File: src/rtl/rfq_pkg.sv
package rfq_pkg;

   typedef enum logic [1:0] {
      RQ_IDLE = 2'd0,
      RQ_WAIT = 2'd1,
      RQ_OWN  = 2'd2,
      RQ_DONE = 2'd3
   } rfq_state_e;

endpackage

File: src/rtl/rfq_interval_timer.sv
module rfq_interval_timer #(
   parameter int INTERVAL = 120
) (
   input  logic clk,
   input  logic rst_n,
   output logic tick_o
);
   localparam int TW = $clog2(INTERVAL + 1);
   localparam logic [TW-1:0] LAST = TW'(INTERVAL - 1);

   logic [TW-1:0] cnt_q;

   generate
      if (INTERVAL < 2) begin : g_bad_interval
         $error("rfq_interval_timer: INTERVAL must be at least 2");
      end
   endgenerate

   assign tick_o = (cnt_q == LAST);

   always_ff @(posedge clk or negedge rst_n) begin
      if (!rst_n)      cnt_q <= '0;
      else if (tick_o) cnt_q <= '0;
      else             cnt_q <= cnt_q + 1'b1;
   end

   // expiries are never adjacent
   assert_tick_gap_R2: assert property (@(posedge clk) disable iff (!rst_n)
      tick_o |=> !tick_o);

endmodule

File: src/rtl/rfq_backlog.sv
module rfq_backlog #(
   parameter int MAX_PEND = 4
) (
   input  logic                            clk,
   input  logic                            rst_n,
   input  logic                            inc_i,
   input  logic                            dec_i,
   output logic [$clog2(MAX_PEND+1)-1:0]   pend_o,
   output logic                            next_nz_o
);
   localparam int PW = $clog2(MAX_PEND + 1);
   localparam logic [PW:0] CAP = (PW+1)'(MAX_PEND);

   logic [PW-1:0] pend_q;
   logic [PW:0]   sum;
   logic [PW-1:0] pend_d;
   logic          dec_ok;

   generate
      if (MAX_PEND < 1) begin : g_bad_cap
         $error("rfq_backlog: MAX_PEND must be at least 1");
      end
   endgenerate

   assign dec_ok = dec_i && (pend_q != '0);

   always_comb begin
      sum = {1'b0, pend_q} + {{PW{1'b0}}, inc_i} - {{PW{1'b0}}, dec_ok};
      if (sum > CAP) pend_d = CAP[PW-1:0];
      else           pend_d = sum[PW-1:0];
   end

   always_ff @(posedge clk or negedge rst_n) begin
      if (!rst_n) pend_q <= '0;
      else        pend_q <= pend_d;
   end

   assign pend_o    = pend_q;
   assign next_nz_o = (pend_d != '0);

   assert_pend_cap_R7: assert property (@(posedge clk) disable iff (!rst_n)
      pend_q <= CAP[PW-1:0]);

   assert_pend_inc_R7: assert property (@(posedge clk) disable iff (!rst_n)
      (inc_i && !dec_i && ({1'b0, pend_q} < CAP)) |=> pend_q == $past(pend_q) + 1'b1);

   assert_pend_dec_R8: assert property (@(posedge clk) disable iff (!rst_n)
      (dec_i && !inc_i) |=> pend_q == $past(pend_q) - 1'b1);

   assert_pend_net_R8: assert property (@(posedge clk) disable iff (!rst_n)
      (dec_i && inc_i) |=> $stable(pend_q));

endmodule

File: src/rtl/rfq_row_counter.sv
module rfq_row_counter #(
   parameter int ROW_W = 14
) (
   input  logic             clk,
   input  logic             rst_n,
   input  logic             adv_i,
   output logic [ROW_W-1:0] row_o
);
   logic [ROW_W-1:0] row_q;

   generate
      if (ROW_W < 1) begin : g_bad_row
         $error("rfq_row_counter: ROW_W must be at least 1");
      end
   endgenerate

   always_ff @(posedge clk or negedge rst_n) begin
      if (!rst_n)     row_q <= '0;
      else if (adv_i) row_q <= row_q + 1'b1;
   end

   assign row_o = row_q;

   assert_row_step_R6: assert property (@(posedge clk) disable iff (!rst_n)
      adv_i |=> row_o == ROW_W'($past(row_o) + 1'b1));

   assert_row_hold_R6: assert property (@(posedge clk) disable iff (!rst_n)
      !adv_i |=> $stable(row_o));

endmodule

File: src/rtl/rfq_sequencer.sv
module rfq_sequencer
   import rfq_pkg::*;
#(
   parameter int CYC_LEN = 4
) (
   input  logic clk,
   input  logic rst_n,
   input  logic pend_nz_i,
   input  logic next_nz_i,
   input  logic ack_n_i,
   output logic own_o,
   output logic done_o,
   output logic req_n_o
);
   localparam int CW = $clog2(CYC_LEN + 1);

   rfq_state_e state_q, state_d;
   logic       last_own;

   generate
      if (CYC_LEN < 1) begin : g_bad_len
         $error("rfq_sequencer: CYC_LEN must be at least 1");
      end
      if (CYC_LEN == 1) begin : g_single
         assign last_own = 1'b1;
      end else begin : g_multi
         localparam logic [CW-1:0] LAST = CW'(CYC_LEN - 1);
         logic [CW-1:0] bcnt_q;
         always_ff @(posedge clk or negedge rst_n) begin
            if (!rst_n)                  bcnt_q <= '0;
            else if (state_q != RQ_OWN)  bcnt_q <= '0;
            else if (!last_own)          bcnt_q <= bcnt_q + 1'b1;
         end
         assign last_own = (bcnt_q == LAST);
      end
   endgenerate

   always_comb begin
      state_d = state_q;
      unique case (state_q)
         RQ_IDLE: if (pend_nz_i) state_d = RQ_WAIT;
         RQ_WAIT: if (!ack_n_i)  state_d = RQ_OWN;
         RQ_OWN:  if (last_own)  state_d = RQ_DONE;
         RQ_DONE: state_d = next_nz_i ? RQ_WAIT : RQ_IDLE;
         default: state_d = RQ_IDLE;
      endcase
   end

   always_ff @(posedge clk or negedge rst_n) begin
      if (!rst_n) state_q <= RQ_IDLE;
      else        state_q <= state_d;
   end

   assign own_o   = (state_q == RQ_OWN);
   assign done_o  = (state_q == RQ_DONE);
   assign req_n_o = !((state_q == RQ_WAIT) || (state_q == RQ_OWN));

   // a grant seen while not requesting leaves the sequencer idle
   assert_ack_ignored_R10: assert property (@(posedge clk) disable iff (!rst_n)
      (state_q == RQ_IDLE) |=> (state_q != RQ_OWN));

endmodule

File: src/rtl/rfq_refresh_requester.sv
module rfq_refresh_requester #(
   parameter int              INTERVAL = 120,
   parameter int              ROW_W    = 14,
   parameter int              MAX_PEND = 4,
   parameter int              CYC_LEN  = 4,
   parameter int              BE_W     = 4,
   parameter logic [BE_W-1:0] BE_N_PAT = 4'b0001
) (
   input  logic              clk,
   input  logic              rst_n,
   output logic              ref_req_n,
   input  logic              ref_ack_n,
   output logic [ROW_W+1:0]  ref_addr,
   output logic [BE_W-1:0]   ref_be_n,
   output logic              ref_done
);
   localparam int PW = $clog2(MAX_PEND + 1);

   logic             tick;
   logic [PW-1:0]    pend;
   logic             pend_nz;
   logic             next_nz;
   logic             own;
   logic [ROW_W-1:0] row;

   rfq_interval_timer #(.INTERVAL(INTERVAL)) u_timer (
      .clk    (clk),
      .rst_n  (rst_n),
      .tick_o (tick)
   );

   rfq_backlog #(.MAX_PEND(MAX_PEND)) u_backlog (
      .clk       (clk),
      .rst_n     (rst_n),
      .inc_i     (tick),
      .dec_i     (ref_done),
      .pend_o    (pend),
      .next_nz_o (next_nz)
   );

   assign pend_nz = (pend != '0);

   rfq_sequencer #(.CYC_LEN(CYC_LEN)) u_seq (
      .clk       (clk),
      .rst_n     (rst_n),
      .pend_nz_i (pend_nz),
      .next_nz_i (next_nz),
      .ack_n_i   (ref_ack_n),
      .own_o     (own),
      .done_o    (ref_done),
      .req_n_o   (ref_req_n)
   );

   rfq_row_counter #(.ROW_W(ROW_W)) u_row (
      .clk   (clk),
      .rst_n (rst_n),
      .adv_i (ref_done),
      .row_o (row)
   );

   assign ref_addr = own ? {row, 2'b00} : '0;
   assign ref_be_n = own ? BE_N_PAT : '1;

   assert_release_R4: assert property (@(posedge clk) disable iff (!rst_n)
      ref_req_n |-> (ref_addr == '0 && ref_be_n == '1));

   assert_done_pulse_R5: assert property (@(posedge clk) disable iff (!rst_n)
      ref_done |=> !ref_done);

   assert_done_quiet_R5: assert property (@(posedge clk) disable iff (!rst_n)
      ref_done |-> ref_req_n);

   assert_rerequest_R9: assert property (@(posedge clk) disable iff (!rst_n)
      (ref_done && (pend > 1)) |=> !ref_req_n);

   assert_req_owed_R2: assert property (@(posedge clk) disable iff (!rst_n)
      (!ref_req_n && !own) |-> pend_nz);

endmodule

File: config.mk
export PLATFORM = sky130hd
export DESIGN_NAME = rfq_refresh_requester
export DESIGN_NICKNAME = d
export VERILOG_FILES = /design/src/rtl/rfq_pkg.sv /design/src/rtl/rfq_interval_timer.sv /design/src/rtl/rfq_backlog.sv /design/src/rtl/rfq_row_counter.sv /design/src/rtl/rfq_sequencer.sv /design/src/rtl/rfq_refresh_requester.sv
export SDC_FILE = /design/constraint.sdc
export NUM_CORES = 1
export LEC_CHECK = 0
export BUFFER_PORTS_ARGS = -buffer_cell sky130_fd_sc_hd__buf_2
export CAP_MARGIN = 20
export CORE_MARGIN = 2
export CORE_UTILIZATION = 45
export CTS_BUF_LIST = sky130_fd_sc_hd__clkbuf_4
export CTS_CLUSTER_SIZE = 8
export DETAILED_ROUTE_END_ITERATION = 10
export GPL_TIMING_DRIVEN = 0
export PLACE_DENSITY = 0.66
export SYNTH_ARGS = -nofsm -noshare
export SYNTH_HDL_FRONTEND = slang
export SYNTH_SLANG_ARGS = --single-unit
File: constraint.sdc
create_clock -name clk -period 3.32 [get_ports clk]
set_input_delay 0 -clock clk [delete_from_list [all_inputs] [get_ports clk]]
set_output_delay 0 -clock clk [all_outputs]
set_load 0.01 [all_outputs]
# Word-level counts from Yosys, hierarchy flattened
# Cells that the tools add are included.
[op_classes]
n_reduce_logical = 7
eq_ne = 10
n_lt_le_gt_ge = 1
addsub = 5
mux = 11
[op_table]
columns = ["cell", "n"]
rows = [
  ["16-bit two-way mux", 1],
  ["14-bit by 1-bit adder with 14-bit output, second input constant", 1],
  ["3-bit two-way mux", 3],
  ["2-bit != test, second input constant", 4],
  ["2-bit one-hot mux with 4 select lines", 1],
  ["7-bit by 1-bit adder with 7-bit output, second input constant", 1],
  ["7-bit equality test, second input constant", 1],
  ["7-bit two-way mux", 1],
  ["2-bit two-way mux", 3],
  ["3-bit nonzero test", 2],
  ["3-bit by 1-bit adder with 4-bit output", 1],
  ["2-bit equality test, second input constant", 2],
  ["4-bit by 3-bit > comparator with 1-bit output, second input constant", 1],
  ["4-bit two-way mux", 1],
  ["4-bit by 1-bit subtractor with 4-bit output", 1],
  ["3-bit by 1-bit adder with 3-bit output, second input constant", 1],
  ["3-bit by 2-bit equality test with 1-bit output, second input constant", 1],
  ["3-bit AND reduction", 1],
  ["2-bit by 1-bit equality test with 1-bit output, second input constant", 1],
  ["2-bit zero test", 1],
  ["2-bit by 1-bit != test with 1-bit output, second input constant", 1],
  ["1-bit logical AND", 1],
  ["1-bit zero test", 1],
  ["1-bit logical OR", 1],
  ["1-bit two-way mux", 1],
]
[word_totals]
output_inout_bits = 22
reg_bits = 29
word_cells = 39

# Depth between registers and ports, before layout
# Gate-level depths: netlist (run 1).
[logic_depth]
depth_word = 8
depth_mapped = 12
mapped_depth_nobuf = 12

# By module
# A second synthesis (run 1) with hierarchy kept.
[unflattened]
hier_cells = 161
hier_area_um2 = 1705.4
[by_module_without_submodules]
columns = ["module", "cells_each", "seq_area_each_um2", "area_each_um2", "n_inst"]
rows = [
  ["rfq_row_counter", 49, 350.3, 646.9, 1],
  ["rfq_sequencer", 31, 125.1, 324.1, 1],
  ["rfq_interval_timer", 28, 175.2, 316.6, 1],
  ["rfq_backlog", 29, 75.1, 267.8, 1],
  ["rfq_refresh_requester", 24, 0.0, 150.1, 1],
]

# Worst setup path after synthesis (run 1)
# No wires, ideal clock.
[synth_path]
path_type = "reg2reg"
startpoint = "reg u_timer.cnt_q[0]"
endpoint = "reg u_seq.state_q[0]"
t_arrival_ps = 2617
path_buffers = 0
stages_incl_launch_ff = 13
period_less_slack_ps = 2749
setup_slack_ps = 571
required_ps = 3188
cell_sequence = "dfrtp_1 -> ha_1 -> nand4_1 -> nor3b_1 -> inv_1 -> ha_1 -> inv_1 -> ha_1 -> fa_1 -> xnor2_1 -> nand3_1 -> mux2i_1 -> o211ai_1"
[synth_between]
elab_chain_len = 8
[synth_lines]
columns = ["element", "line", "rtl"]
rows = [
  ["start: declaration", "rfq_interval_timer.sv:11", "logic [TW-1:0] cnt_q;"],
  ["start signal: assignment", "rfq_interval_timer.sv:24", "else cnt_q <= cnt_q + 1'b1;"],
  ["7-bit equality test (*)", "rfq_interval_timer.sv:19", "assign tick_o = (cnt_q == LAST);"],
  ["3-bit by 1-bit adder with 4-bit output (*)", "rfq_backlog.sv:28", "sum = {1'b0, pend_q} + {{PW{1'b0}}, inc_i} - {{PW{1'b0}}, dec_ok};"],
  ["4-bit by 1-bit subtractor with 4-bit output (*)", "rfq_backlog.sv:28", ""],
  ["4-bit by 3-bit > comparator with 1-bit output", "rfq_backlog.sv:29", "if (sum > CAP) pend_d = CAP[PW-1:0];"],
  ["3-bit two-way mux (*)", "rfq_backlog.sv:29", ""],
  ["3-bit nonzero test (*)", "rfq_backlog.sv:39", "assign next_nz_o = (pend_d != '0);"],
  ["1-bit two-way mux (*)", "rfq_sequencer.sv:44", "RQ_DONE: state_d = next_nz_i ? RQ_WAIT : RQ_IDLE;"],
  ["2-bit one-hot mux with 4 select lines (*)", "rfq_sequencer.sv:40", "unique case (state_q)"],
  ["end signal: assignment", "rfq_sequencer.sv:51", "else state_q <= state_d;"],
  ["end: declaration", "rfq_sequencer.sv:17", "rfq_state_e state_q, state_d;"],
]
# Mark *: on every way between the ends. The rest lies on a longest branch, timed or not.
# A chain may end at the register's enable or synchronous reset.

# Worst setup path in the final report (run 1)
# Ends and elaborated chain as after synthesis.

==> flow_metrics.py, run 1 <==
metrics = {
    "placed_design": {
        "io_buffer_count": 21,
        "dpl.hpwl_mm": 2.08,
        "gp_congestion": 0.685,
    },
    "timing": {
        "post-route-period-util": 0.893,
        "slew_violations": 0,
        "setup_violations": 0,
        "finalSetupTns_ps": 0,
        "relSlewSlack": 0.567,
        "fmax_ghz": 0.337,
        "hold_viol": 0,
        "fin_crit_ps": 2970,
        "worstMarginPinSlew_ps": 649,
        "fin_skew_ps": 7.08,
        "rsz0062_at_grt": "no",
    },
    "floorplanning": {
        "core_mm2": 0.00342,
        "die_width_um": 64.4,
        "rows": 21,
        "start_util": 0.480,
        "die_y_um": 64.4,
        "die-area_mm2": 0.00414,
        "io_pins": 25,
    },
    "clock_network": {
        "clock_latency_ps": 320,
        "clk_pin_slew_ps": 90,
        "clock_path_buffers": 2,
        "cts_max_level": 2,
        "cts_tree": "yes",
        "postCtsSetupBuffers": 0,
        "clockRootBuffer": "clkbuf_4",
        "clkSinkCount": 29,
        "numCtsBuffers": 5,
    },
    "final_layout": {
        "antenna_cells": 0,
        "drive_above_1_share": 0.241,
        "fill_cells": 329,
        "syn_to_final_growth_pct": 14.4,
        "nets": 203,
        "post-route-util": 0.549,
    },
    "power": {
        "leakagePower_nw": 0.919,
        "p_sw_frac": 0.227,
        "combPwrFrac": 0.022,
        "p_clk_frac": 0.365,
        "power_density_mw_per_mm2": 307,
        "intPower_mw": 0.445,
        "switchingPower_mw": 0.131,
        "power_frac_seq": 0.612,
        "peakVddDrop_uv": 227,
        "report.power.total_mw": 0.576,
    },
    "critical_path": {
        "worstPathArrival_ps": 3170,
        "critPathLaunchType": "register",
        "endpoint_kind": "register",
        "r2r_setup_slack_ps": 350,
        "crit_required_ps": 3520,
        "worst-path-max-fanout": 5,
        "r2r_cells": 12,
        "r2r_end": "u_seq.state_q[0]",
        "reg2reg_from": "u_timer.cnt_q[0]",
        "critPathKind": "register to register",
    },
    "global_routing": {
        "grt_pass1_wl_mm": 5.12,
        "antenna_found_initial": 0,
        "grt-ovfl-total": 0,
        "grt.total_usage": 0.162,
        "grt_start_max_net_pins": 30,
        "grt_pass1_vias": 1169,
    },
    "synth": {
        "async_flop_share": 1.00,
        "synth-seq-cells": 29,
        "yosysWarnings": 0,
        "synthCells": 156,
        "syn_avg_cell_area_um2": 10.5,
        "synth.yosys.seq_area_share": 0.443,
        "synth_area_mm2": 0.00164,
        "synth_ff_type": "dfrtp_1",
        "synth-edff-count": 0,
        "synth_cell_types": 35,
    },
    "route": {
        "drc_errors": 0,
        "wirelength_mm": 2.86,
        "drtIter0Drc": 25,
        "first_pass_iters": 4,
        "vias": 1124,
        "wl_per_cell_um": 12.3,
        "postRouteAntennaNets": 0,
        "vias_per_cell": 4.82,
    },
    "hold_path": {
        "hp-class": "primary input to register",
        "hold_path_end": "u_seq.state_q[1]",
        "hold_start": "ref_ack_n",
        "holdPathStages": 3,
    },
    "job": {
        "max-cap-violations": 0,
    },
    "run_status": {
        "outcome": "completed",
    },
}
-- repair_timing --
action,in CTS,in global routing
endpoints found under the hold margin,29,0
resized for setup,0,1
hold buffers,1,0
setup endpoints to repair,0,1
-- per-layer routing --
metal | track usage | routed length (um)
met5 | 0 | 0
met4 | 0.0559 | 19
met3 | 0.0528 | 126
met2 | 0.279 | 1460
met1 | 0.189 | 1250
-- cells in the mapped netlist, types with 3 or more instances --
| cell type | number | area share |
|---|---|---|
| dfrtp_1 | 29 | 0.44 |
| nor2_1 | 14 | 0.032 |
| ha_1 | 13 | 0.099 |
| and2_1 | 11 | 0.042 |
| inv_1 | 11 | 0.025 |
| xor2_1 | 11 | 0.059 |
| xnor2_1 | 9 | 0.048 |
| nand2_1 | 7 | 0.016 |
| nand3_1 | 7 | 0.021 |
| buf_4 | 5 | 0.023 |
| nor3_2 | 4 | 0.024 |
| mux2i_1 | 3 | 0.018 |
| nand4_1 | 3 | 0.011 |
-- power groups by stage --
stage          Sequential [mW]  Clock, mW  Combinational, mW
6_report                 0.353      0.211             0.0129
5_1_grt                  0.353      0.244             0.0152
4_1_cts                  0.353      0.223             0.0134
3_5_place_dp             0.360          0             0.0125
3_3_place_gp             0.360          0             0.0123
2_1_floorplan            0.360          0            0.00409
-- sequential cells by signal, summed over array words and instances, names as in the netlist --
signal                flops
u_row.row_o              14
u_timer.cnt_q             7
u_backlog.pend_o          3
u_seq.g_multi.bcnt_q      3
u_seq.state_q             2
-- cells in the final DEF (no fill, tap or decap), drive strengths merged, types with 3 or more instances in the layout --
master,instances
dfrtp,29
buf,27
nor2,14
ha,13
and2,12
inv,11
xor2,11
xnor2,9
nand3,8
nand2,7
clkbuf,7
nor3,6
nand4,4
mux2i,3
conb,3
clkinv,3
-- final cells by class --
class                   instances  area, um2  area share
well taps                      46       57.6      0.0307
plain buffers                   7       52.6      0.0280
inverters                      12       45.0      0.0240
multi-input cells             109        825       0.440
clock buffers                   6       45.0      0.0240
clock inverters                 2       10.0     0.00534
repair buffers                 22        115      0.0614
flip-flops and latches         29        726       0.387
-- critical path: stages (launching register included) --
cell	delay [ps]
dfrtp_1	370
ha_1	220
nand4_1	160
nor3b_2	370
inv_1	90
ha_1	280
inv_1	40
ha_1	200
fa_1	380
xnor2_1	340
nand3_1	150
mux2i_1	150
o211ai_1	110
-- how the worst max path moves through the flow --
stage                                 from  slack, ps               end
after floorplan           u_timer.cnt_q[0]        570  u_seq.state_q[0]
after global placement    u_timer.cnt_q[0]        290  u_seq.state_q[0]
after detailed placement  u_timer.cnt_q[0]        220  u_seq.state_q[0]
after CTS                 u_timer.cnt_q[0]        180  u_seq.state_q[0]
after global routing      u_timer.cnt_q[0]        100  u_seq.state_q[0]
final                     u_timer.cnt_q[0]        350  u_seq.state_q[0]
-- through the flow --
stage | std cells | area (um2) | worst slack [ps] | hold slack [ps]
2_1_floorplan | 157 | 1640 | 571 | -296
3_3_place_gp | 224 | 1810 | 286 | 61.8
3_5_place_dp | 224 | 1810 | 223 | 70.6
4_1_cts | 233 | 1870 | 179 | 103
5_1_grt | 233 | 1880 | 96.0 | 145
6_report | 233 | 1880 | 354 | 113
-- kinds of logic (layout without fill, tap and decap cells) --
| logic type | after synthesis | count (layout) | synth area share |
|---|---|---|---|
| xor gates and xnor gates | 20 | 20 | 0.107 |
| other | 2 | 3 | 0.00458 |
| DFF | 29 | 29 | 0.443 |
| adders and majority gates | 14 | 14 | 0.111 |
| AOI/OAI and AO/OA | 7 | 7 | 0.0275 |
| muxes | 4 | 4 | 0.0252 |
| buffers and inverters | 19 | 49 | 0.0595 |
| and+or+nand+nor | 61 | 61 | 0.222 |
(Power assumes the default switching activity.)
==> run 2: changes to the inputs <==
--- a/config.mk
+++ b/config.mk
@@ -12,7 +12,6 @@
 export CTS_BUF_LIST = sky130_fd_sc_hd__clkbuf_4
 export CTS_CLUSTER_SIZE = 8
 export DETAILED_ROUTE_END_ITERATION = 10
-export GPL_TIMING_DRIVEN = 0
 export PLACE_DENSITY = 0.66
 export SYNTH_ARGS = -nofsm -noshare
 export SYNTH_HDL_FRONTEND = slang
==> run 2 against run 1 <==
Count of clock-buffer cells in the layout is the same. Critical endpoint unchanged. First-iteration DRC count rose by 32%. Sequential share of layout area increased by 1.2 points. Wire length shrank 8.5%. Combinational power fell by 23%. Power fell by 2.1%. Clock power fell by 5%. Sequential power barely moved.
==> flow_metrics.py, run 2 (synthesis gave the netlist of run 1 again) <==
metrics = {
    "run_status": {
        "outcome": "completed",
    },
    "critical_path": {
        "crit_path_cell_trace": "ha_1 -> nand4_1 -> nor3b_1 -> inv_1 -> ha_1 -> inv_1 -> ha_1 -> fa_1 -> xnor2_1 -> nand3_1 -> mux2i_1 -> o211ai_1",
        "reg2reg_from": "u_timer.cnt_q[0]",
        "worst-path-max-fanout": 5,
        "r2r_setup_slack_ps": 540,
        "critPathMaxStageDelay_ps": 380,
        "critPathKind": "register to register",
        "critPathLaunchType": "register",
        "crit_required_ps": 3530,
        "worst-path-buf-inv": 2,
        "r2r_cells": 12,
        "cp_common_cell": "ha_1",
        "worstPathArrival_ps": 2990,
        "critical_path.top_delay_family": "adder cells",
        "endpoint_kind": "register",
        "r2r_end": "u_seq.state_q[0]",
        "cpMaxStageDelayCell": "fa_1",
    },
    "clock_network": {
        "postCtsSetupBuffers": 0,
        "clock_latency_ps": 330,
        "ctsResizeCount": 0,
        "clock_path_buffers": 2,
        "cts_max_level": 2,
        "clockRootBuffer": "clkbuf_4",
        "clkSinkCount": 29,
        "numCtsBuffers": 5,
        "cts_tree": "yes",
        "clk_pin_slew_ps": 90,
    },
    "floorplanning": {
        "die_width_um": 64.4,
        "core_mm2": 0.00342,
        "rows": 21,
        "io_pins": 25,
        "die-area_mm2": 0.00414,
        "start_util": 0.480,
        "die_y_um": 64.4,
    },
    "route": {
        "vias_per_cell": 4.85,
        "drc_errors": 0,
        "drtIter0Drc": 33,
        "vias": 1097,
        "wirelength_mm": 2.62,
        "first_pass_iters": 4,
        "wl_per_cell_um": 11.6,
        "postRouteAntennaNets": 0,
    },
    "final_layout": {
        "regArea_um2": 726,
        "syn_to_final_growth_pct": 11.0,
        "layout_common_cells": "dfrtp_1, buf_2, nor2_1",
        "nets": 197,
        "multi_input_area_um2": 820,
        "fill_cells": 324,
        "final_common_cell": "dfrtp_1",
        "largest_reg_flops": 14,
        "antenna_cells": 0,
        "drive_above_1_share": 0.206,
    },
    "timing": {
        "fmax_ghz": 0.360,
        "setup_violations": 0,
        "rsz0062_at_grt": "no",
        "worstMarginPinSlew_ps": 639,
        "hold_viol": 0,
        "post-route-period-util": 0.836,
        "fin_skew_ps": 11.5,
        "finalSetupTns_ps": 0,
        "slew_violations": 0,
        "fin_crit_ps": 2780,
        "relSlewSlack": 0.574,
        "holdWs_ps": 90.4,
    },
    "global_routing": {
        "grt_pass1_vias": 1044,
        "grt_util_met1": 0.172,
        "antenna_found_initial": 0,
        "gr-usage-met2": 0.234,
        "grt_pass1_wl_mm": 4.53,
        "grt-ovfl-total": 0,
        "grt_most_used_layer": "met2",
        "grt.total_usage": 0.145,
        "grt_start_max_net_pins": 30,
        "grtUsageMet3": 0.0528,
    },
    "job": {
        "max-cap-violations": 0,
    },
    "power": {
        "leakagePower_nw": 0.887,
        "report.power.total_mw": 0.564,
        "power_density_mw_per_mm2": 310,
        "peakVddDrop_uv": 224,
    },
    "placed_design": {
        "dpl.hpwl_mm": 1.96,
        "gp_congestion": 0.760,
        "io_buffer_count": 21,
    },
    "hold_path": {
        "hold_path_end": "u_seq.state_q[1]",
        "hold_start": "ref_ack_n",
        "hp-class": "primary input to register",
        "holdPathStages": 3,
    },
}
==> run 2: where the power goes <==
| part | switching [mW] | internal [mW] | leakage (nW) |
|---|---|---|---|
| registers | 0 | 0.353 | 0.386 |
| logic | 0.00840 | 0.00159 | 0.472 |
| clock network | 0.117 | 0.0848 | 0.0292 |
| total | 0.125 | 0.439 | 0.887 |
==> run 2: what timing repair did <==
action | CTS | global route
hold buffers | 1 | 0
setup endpoints to repair | 0 | 0
endpoints found under the hold margin | 29 | 0
==> run 2: final cells by class <==
class / count / share of cell area
Multi-Input combinational cell: 109 / 0.450
Inverter: 12 / 0.0248
Tap cell: 46 / 0.0316
Timing Repair Buffer: 23 / 0.0674
Sequential cell: 29 / 0.399
Clock inverter: 1 / 0.00206
Clock buffer: 6 / 0.0248
==> run 2: worst max-delay path by stage <==
stage	start	cells after the start	slack [ps]	to
floorplan	u_timer.cnt_q[0]	12	570	u_seq.state_q[0]
global route	u_timer.cnt_q[0]	12	280	u_seq.state_q[0]
CTS	u_timer.cnt_q[0]	12	500	u_seq.state_q[0]
detailed placement	u_timer.cnt_q[0]	12	490	u_seq.state_q[0]
global placement	u_timer.cnt_q[0]	12	630	u_seq.state_q[0]
finish	u_timer.cnt_q[0]	12	540	u_seq.state_q[0]
==> run 2: worst min-delay path, cell delays in order <==
cell	delay, ps
buf_2	80
a221o_1	210
o21ai_0	90
==> run 2: layer usage <==
metal | part of all wire | up-vias
met2 | 0.49 | 23
li1 | - | 544
met1 | 0.44 | 524
met3 | 0.055 | 6
met5 | 0 | -
met4 | 0.020 | 0
==> run 2: metrics by stage <==
stage	std cells	utilization	worst slack [ps]	cell area (um2)
after floorplan	157	-	571	1640
after global placement	218	0.515	627	1760
final	226	0.533	544	1820
after global routing	226	0.533	281	1820
after CTS	226	0.533	504	1820
after detailed placement	218	0.515	493	1760
